`src/rtl/pio5_pkg.sv`:
```
package pio5_pkg;

    localparam int PIO_NPORT   = 5;
    localparam int PIO_AW      = 8;
    localparam int PIO_DIR_OFS = 4;

    // Data register location of port i; ports 0..2 are adjacent, 3 and 4 stand apart.
    function automatic logic [PIO_AW-1:0] pio_data_addr(input int i);
        case (i)
            0:       return 8'h50;
            1:       return 8'h51;
            2:       return 8'h52;
            3:       return 8'h30;
            default: return 8'h40;
        endcase
    endfunction

    // Direction register sits a fixed offset above the data register.
    function automatic logic [PIO_AW-1:0] pio_dir_addr(input int i);
        return pio_data_addr(i) + PIO_AW'(PIO_DIR_OFS);
    endfunction

    typedef struct packed {
        logic [PIO_NPORT-1:0] dat;
        logic [PIO_NPORT-1:0] dir;
    } pio_hit_t;

endpackage

```
`src/rtl/pio5_decode.sv`:
```
module pio5_decode
    import pio5_pkg::*;
(
    input  logic [PIO_AW-1:0] addr,
    output pio_hit_t          hit,
    output logic              any_hit
);
    for (genvar i = 0; i < PIO_NPORT; i++) begin : g_cmp
        assign hit.dat[i] = (addr == pio_data_addr(i));
        assign hit.dir[i] = (addr == pio_dir_addr(i));
    end

    assign any_hit = |{hit.dat, hit.dir};
endmodule

```
`src/rtl/pio5_port.sv`:
```
module pio5_port #(
    parameter int DW = 8
) (
    input  logic          clk,
    input  logic          rst_n,
    input  logic          wr_dat,
    input  logic          wr_dir,
    input  logic [DW-1:0] wdata,
    input  logic [DW-1:0] pin_in,
    output logic [DW-1:0] latch_q,
    output logic [DW-1:0] dir_q,
    output logic          wr_stb,
    output logic [DW-1:0] rd_dat
);
    always_ff @(posedge clk or negedge rst_n) begin
        if (!rst_n) begin
            latch_q <= '0;
            dir_q   <= '0;
            wr_stb  <= 1'b0;
        end else begin
            wr_stb <= wr_dat;
            if (wr_dat) latch_q <= wdata;
            if (wr_dir) dir_q   <= wdata;
        end
    end

    // Per-bit blend: outputs read back their latch, inputs read the pin.
    assign rd_dat = (pin_in & ~dir_q) | (latch_q & dir_q);

    assert_latch_load_R2: assert property (@(posedge clk) disable iff (!rst_n)
        wr_dat |=> (latch_q == $past(wdata)));

    assert_dir_load_R3: assert property (@(posedge clk) disable iff (!rst_n)
        wr_dir |=> (dir_q == $past(wdata)));

    assert_strobe_follows_R5: assert property (@(posedge clk) disable iff (!rst_n)
        wr_dat |=> wr_stb);

    assert_strobe_quiet_R5: assert property (@(posedge clk) disable iff (!rst_n)
        !wr_dat |=> !wr_stb);

    assert_latch_hold_R8: assert property (@(posedge clk) disable iff (!rst_n)
        !wr_dat |=> $stable(latch_q));

    assert_dir_hold_R8: assert property (@(posedge clk) disable iff (!rst_n)
        !wr_dir |=> $stable(dir_q));
endmodule

```
`src/rtl/pio5_ctrl.sv`:
```
module pio5_ctrl
    import pio5_pkg::*;
#(
    parameter int DW = 8
) (
    input  logic                    clk,
    input  logic                    rst_n,
    input  logic [PIO_AW-1:0]       bus_addr,
    input  logic                    bus_wr,
    input  logic [DW-1:0]           bus_wdata,
    output logic [DW-1:0]           bus_rdata,
    input  logic [PIO_NPORT*DW-1:0] pin_in,
    output logic [PIO_NPORT*DW-1:0] pin_out,
    output logic [PIO_NPORT*DW-1:0] pin_dir,
    output logic [PIO_NPORT-1:0]    port_wr_stb
);
    localparam int NP = PIO_NPORT;

    pio_hit_t      hit;
    logic          any_hit;
    logic [DW-1:0] merged [NP];
    logic [DW-1:0] dir_v  [NP];

    pio5_decode u_dec (
        .addr    (bus_addr),
        .hit     (hit),
        .any_hit (any_hit)
    );

    for (genvar k = 0; k < NP; k++) begin : g_port
        logic [DW-1:0] lat_k;
        pio5_port #(.DW(DW)) u_port (
            .clk     (clk),
            .rst_n   (rst_n),
            .wr_dat  (bus_wr & hit.dat[k]),
            .wr_dir  (bus_wr & hit.dir[k]),
            .wdata   (bus_wdata),
            .pin_in  (pin_in[k*DW +: DW]),
            .latch_q (lat_k),
            .dir_q   (dir_v[k]),
            .wr_stb  (port_wr_stb[k]),
            .rd_dat  (merged[k])
        );
        assign pin_out[k*DW +: DW] = lat_k;
        assign pin_dir[k*DW +: DW] = dir_v[k];
    end

    always_comb begin
        bus_rdata = '1;
        if (any_hit) begin
            for (int k = 0; k < NP; k++) begin
                if (hit.dat[k]) bus_rdata = merged[k];
                if (hit.dir[k]) bus_rdata = dir_v[k];
            end
        end
    end

    assert_strobe_onehot_R5: assert property (@(posedge clk) disable iff (!rst_n)
        $onehot0(port_wr_stb));

    assert_unmapped_nostrobe_R6: assert property (@(posedge clk) disable iff (!rst_n)
        (bus_wr && !any_hit) |=> (port_wr_stb == '0));

    assert_unmapped_pins_R6: assert property (@(posedge clk) disable iff (!rst_n)
        (bus_wr && !any_hit) |=> ($stable(pin_out) && $stable(pin_dir)));
endmodule

```
`config.mk`:
```
export PLATFORM = sky130hd
export DESIGN_NAME = pio5_ctrl
export DESIGN_NICKNAME = d
export VERILOG_FILES = /design/src/rtl/pio5_pkg.sv /design/src/rtl/pio5_decode.sv /design/src/rtl/pio5_port.sv /design/src/rtl/pio5_ctrl.sv
export SDC_FILE = /design/constraint.sdc
export NUM_CORES = 1
export LEC_CHECK = 0
export BUFFER_PORTS_ARGS = -buffer_cell sky130_fd_sc_hd__buf_4
export CORE_UTILIZATION = 47
export DETAILED_ROUTE_END_ITERATION = 6
export GPL_ROUTABILITY_DRIVEN = 0
export GPL_TIMING_DRIVEN = 0
export PLACE_DENSITY = 0.88
export SYNTH_ARGS = -nofsm -noshare
export SYNTH_HDL_FRONTEND = slang
export SYNTH_HIERARCHICAL = 1
export SYNTH_SLANG_ARGS = --single-unit
export TNS_END_PERCENT = 10
```
`constraint.sdc`:
```
create_clock -name clk -period 1.9 [get_ports clk]
set_clock_uncertainty 0.1 [all_clocks]
set_input_delay 0.19 -clock clk [delete_from_list [all_inputs] [get_ports clk]]
set_output_delay 0.19 -clock clk [all_outputs]
set_load 0.01 [all_outputs]
```
After elaboration in Yosys (flattened, before gate mapping)
Cells that the tools add are included.

Register bits: 85. Bits in latches: 0. RAM bits: 0. Bits in read-only memories: 0. Bits of input ports: 59. Output and inout port bits: 93. Word-level logic and storage cells: 67. Memories kept: 0.

$add $sub $neg: 0. Multipliers: 0. Div/mod/pow operators: 0. Magnitude comparators: 0. Eq/ne operators: 10. Shifts and indexed selects: 0. Muxes and demuxes: 11. Bitwise logic cells: 30. Reductions and logical operators: 1.

Operators with widths (count): 8-bit two-way mux (11); 8-bit bitwise AND (10); 8-bit by 7-bit equality test with 1-bit output, second input constant (8); 8-bit inverter (5); 8-bit bitwise OR (5); 8-bit by 6-bit equality test with 1-bit output, second input constant (2); 1-bit bitwise AND (10); 10-bit OR reduction (1).

Longest topological paths before layout
Depth after elaboration: 14. Depth in mapped cells: 9. Depth with buffers taken out: 7.

By module
Netlist, hierarchy kept.

By module, submodules not included: pio5_port (times used 5, cells each 43, area an instance 778.2 sq um, seq. area each 425.4 sq um); pio5_ctrl (times used 1, cells each 152, area an instance 977.2 sq um, seq. area each 0.0 sq um); pio5_decode (times used 1, cells each 25, area an instance 147.6 sq um, seq. area each 0.0 sq um).

Worst setup path after synthesis
OpenSTA, ideal clock, no wires.

Kind: input to register. Start point: input port bus_addr[7]. End point: register g_port[2].u_port.dir_q[0]. Setup time: 125 ps. Arrival time: 1894 ps. Data required time: 1675 ps. Setup slack: -219 ps. Stages: 8. Path buffers: 3. Cells stage by stage: nand4bb_1 > or3b_1 > nor2_1 > clkbuf_1 > buf_2 > and2_1 > buf_6 > mux2_4.

RTL lines: from (decl) (RTL line pio5_ctrl.sv:8) `input logic [PIO_AW-1:0] bus_addr,`; to (signal assigned) (RTL line pio5_port.sv:23) `if (wr_dir) dir_q <= wdata;`; to (decl) (RTL line pio5_port.sv:11) `output logic [DW-1:0] dir_q,`.

==> results.py <==
metrics = {
    "cts": {
        "clk_root_buffer_cell": "clkbuf_8",
        "cts_sinks": 85,
        "cts_buffers": 9,
        "clockBufferDepth": 2,
        "cts_tree": "yes",
        "htreeDepth": 3,
        "path_clk_slew_ns": 0.08,
        "insertion_delay_ns": 0.36,
    },
    "die": {
        "fp-row-count": 37,
        "initial_core_util_pct": 48.6,
        "ios": 152,
        "die_h_um": 105,
        "die-area_mm2": 0.0111,
        "die_w_um": 105,
        "coreArea_mm2": 0.0103,
    },
    "logic_synthesis": {
        "ys.flop_type": "dfrtp_1",
        "synth_top_area_share_pct": 42.4,
        "synth_common_cells": "dfrtp_1, mux2_4, mux2_2, inv_1, a221o_1",
        "synth_edf_count": 0,
        "async_flop_share_pct": 100,
        "ys_ff_latch": 85,
        "seq_area_frac_synth_pct": 42.4,
        "synth_nets": 451,
        "synthTopCellsByArea": "dfrtp_1, mux2_4, mux2_2",
        "yosysMostFrequentCell": "dfrtp_1",
        "syn-cell-area_mm2": 0.00502,
        "synth_area_leader_cell": "dfrtp_1",
        "avgSynthCellArea_um2": 12.8,
        "yosysWarnings": 6,
        "yosysUniqueCellTypes": 37,
        "syn-instance-count": 392,
    },
    "setup_path": {
        "arrival_ns": 2.05,
        "end_kind": "output pin",
        "reg2reg_from": "g_port[2].u_port/dir_q[5]",
        "path_max_fanout": 8,
        "startpoint": "bus_addr[7]",
        "required_ns": 1.61,
        "critical_path_class": "input port to output pin",
        "cp-endpoint": "bus_rdata[2]",
        "rr_worst_depth": 1,
        "r2r_end": "g_port[2].u_port/dir_q[5]",
        "rrSetupSlack_ns": 0.94,
        "cp-start-kind": "input port",
    },
    "sta": {
        "setup_viol": 8,
        "relSlewSlack_pct": 28.0,
        "period_share_pct": 123,
        "worst_slack_ns": -0.442,
        "maxSlewViolCount": 0,
        "rsz0062_at_grt": "yes",
        "worstMarginPinSlew_ns": 1.08,
        "finalCriticalPeriod_ns": 2.34,
        "hold_viol": 0,
        "fmax_ghz": 0.427,
    },
    "job": {
        "max-cap-violations": 0,
    },
    "route": {
        "wirelength_um": 14000,
        "ant_nets": 0,
        "drcViolationCount": 0,
        "route.vias.total": 3900,
        "drtIter0Drc": 158,
        "viasPerCell": 5.55,
        "dr.pass1.iters": 5,
        "wire_per_inst_um": 20.0,
    },
    "layout": {
        "multi_input_area_mm2": 0.00279,
        "fillCellCount": 745,
        "n_antenna_cell": 0,
        "drive_gt1_share_pct": 62.1,
        "area_growth_pct": 37.0,
        "seqCellArea_mm2": 0.00213,
        "final_area_mm2": 0.00687,
        "layout.nets": 621,
    },
    "placement": {
        "place_ws_ns": -0.678,
        "portBuffers": 151,
        "hpwlAfterDp_um": 10400,
        "placed_area_mm2": 0.00636,
    },
    "power": {
        "vdd_drop_max_uv": 397,
        "power-per-cell-area_mw_per_mm2": 571,
        "leakagePower_nw": 3.42,
    },
    "grt": {
        "grt-busiest-layer": "met2",
        "met1_usage_pct": 32.4,
        "grtUsageMet3_pct": 3.34,
        "grt_pass1_wl_um": 21400,
        "gr-usage-all-layers_pct": 25.0,
        "grt_overflow": 0,
        "grt_max_degree": 86,
        "grt_pass1_vias": 3937,
        "antenna_found_initial": 0,
        "met2_usage_pct": 42.5,
    },
    "hold_path": {
        "hp-class": "input port to flip-flop",
    },
    "status": {
        "violations": "setup timing",
        "run_status": "complete, but fails checks",
    },
}
[worst max-delay path: stages]
cell       delay [ns]
buf_12           0.10
nand4bb_4        0.23
or3b_4           0.41
nor2_4           0.16
buf_6            0.11
or2_1            0.10
buf_6            0.15
nor3_4           0.04
o211ai_1         0.23
nand3_1          0.16
buf_4            0.17
[metal layers]
metal / wire length (um) / part of all wire, % / up-vias
met5: 0 / 0 / -
met1: 6060 / 43 / 1940
li1: - / - / 1761
met3: 635 / 4.5 / 34
met4: 415 / 3.0 / 0
met2: 6910 / 49 / 165
[logic make-up (layout without fill, tap and decap cells)]
group / count (synthesis) / after routing / share of synthesized area (%)
AOI/OAI and AO/OA: 60 / 60 / 9.78
DFF: 85 / 85 / 42.4
buffers and inverters: 51 / 226 / 6.06
and+or+nand+nor: 76 / 76 / 8.83
muxes: 120 / 120 / 32.9
[placed cells by master, fill, tap and decap left out, drive strengths merged, types with 2 or more instances in the layout]
| cell | n |
|---|---|
| nor2b | 9 |
| nor3b | 7 |
| dfrtp | 85 |
| mux2 | 120 |
| clkinv | 2 |
| a221oi | 9 |
| inv | 26 |
| nand2b | 5 |
| nand3 | 7 |
| o211ai | 8 |
| and2 | 10 |
| a21oi | 8 |
| o21ai | 7 |
| buf | 182 |
| nor2 | 7 |
| a221o | 15 |
| nor4 | 4 |
| a211o | 3 |
| a21o | 8 |
| clkbuf | 13 |
| nor3 | 8 |
| nand2 | 11 |
| or2 | 2 |
| nand3b | 2 |
[where the power goes]
group | internal, mW | total (mW) | switching, mW
Clock | 0.641 | 1.29 | 0.654
Combinational | 0.380 | 0.648 | 0.268
Sequential | 1.89 | 1.98 | 0.0942
Total | 2.91 | 3.93 | 1.02
[stage by stage]
step / instances / util [%] / setup TNS [ns] / total power, mW / hold WS, ns
floorplan: 392 / - / -2.25 / 2.27 / -0.206
global placement: 679 / 61.6 / -25.54 / 2.60 / 0.335
detailed placement: 679 / 61.6 / -31.63 / 2.62 / 0.355
CTS: 695 / 64.9 / -2.96 / 3.92 / 0.0603
global route: 703 / 66.6 / -4.00 / 4.06 / 0.0656
finish: 703 / 66.6 / -3.15 / 3.93 / 0.0684
[cell type report]
class | count | area share (%)
multi-input combinational | 256 | 40.6
tap | 136 | 2.48
clock inverter | 4 | 0.692
inverter | 26 | 1.42
buffer | 22 | 3.50
sequential | 85 | 31.0
timing repair buffer | 162 | 18.2
clock buffer | 12 | 2.11
[how the worst min path moves through the flow]
stage                 startpoint                     endpoint  slack, ns  cells after the start
floorplan                  rst_n    g_port[0].u_port/dir_q[0]      -0.21                      0
global placement           rst_n  g_port[4].u_port/latch_q[6]       0.34                      1
detailed placement         rst_n      g_port[3].u_port/wr_stb       0.35                      1
CTS                 bus_wdata[4]  g_port[0].u_port/latch_q[4]       0.06                      2
global route        bus_wdata[4]    g_port[0].u_port/dir_q[4]       0.07                      2
finish              bus_wdata[4]    g_port[2].u_port/dir_q[4]       0.07                      2
[repair_timing]
action / CTS / global route
resized for setup: 33 / 28
buffers inserted: 2 / 8
endpoints found under the hold margin: 85 / 0
pin swaps: 8 / 17
hold buffers: 1 / 0
cloned: 0 / 0
endpoints found under the setup margin: 40 / 40
[registers in the layout (all words and copies together), names as in the netlist]
signal and count:
g_port.u_port/wr_stb 5, g_port.u_port/dir_q 40, g_port.u_port/latch_q 40
Note: power is estimated with default switching activity, not from simulation.
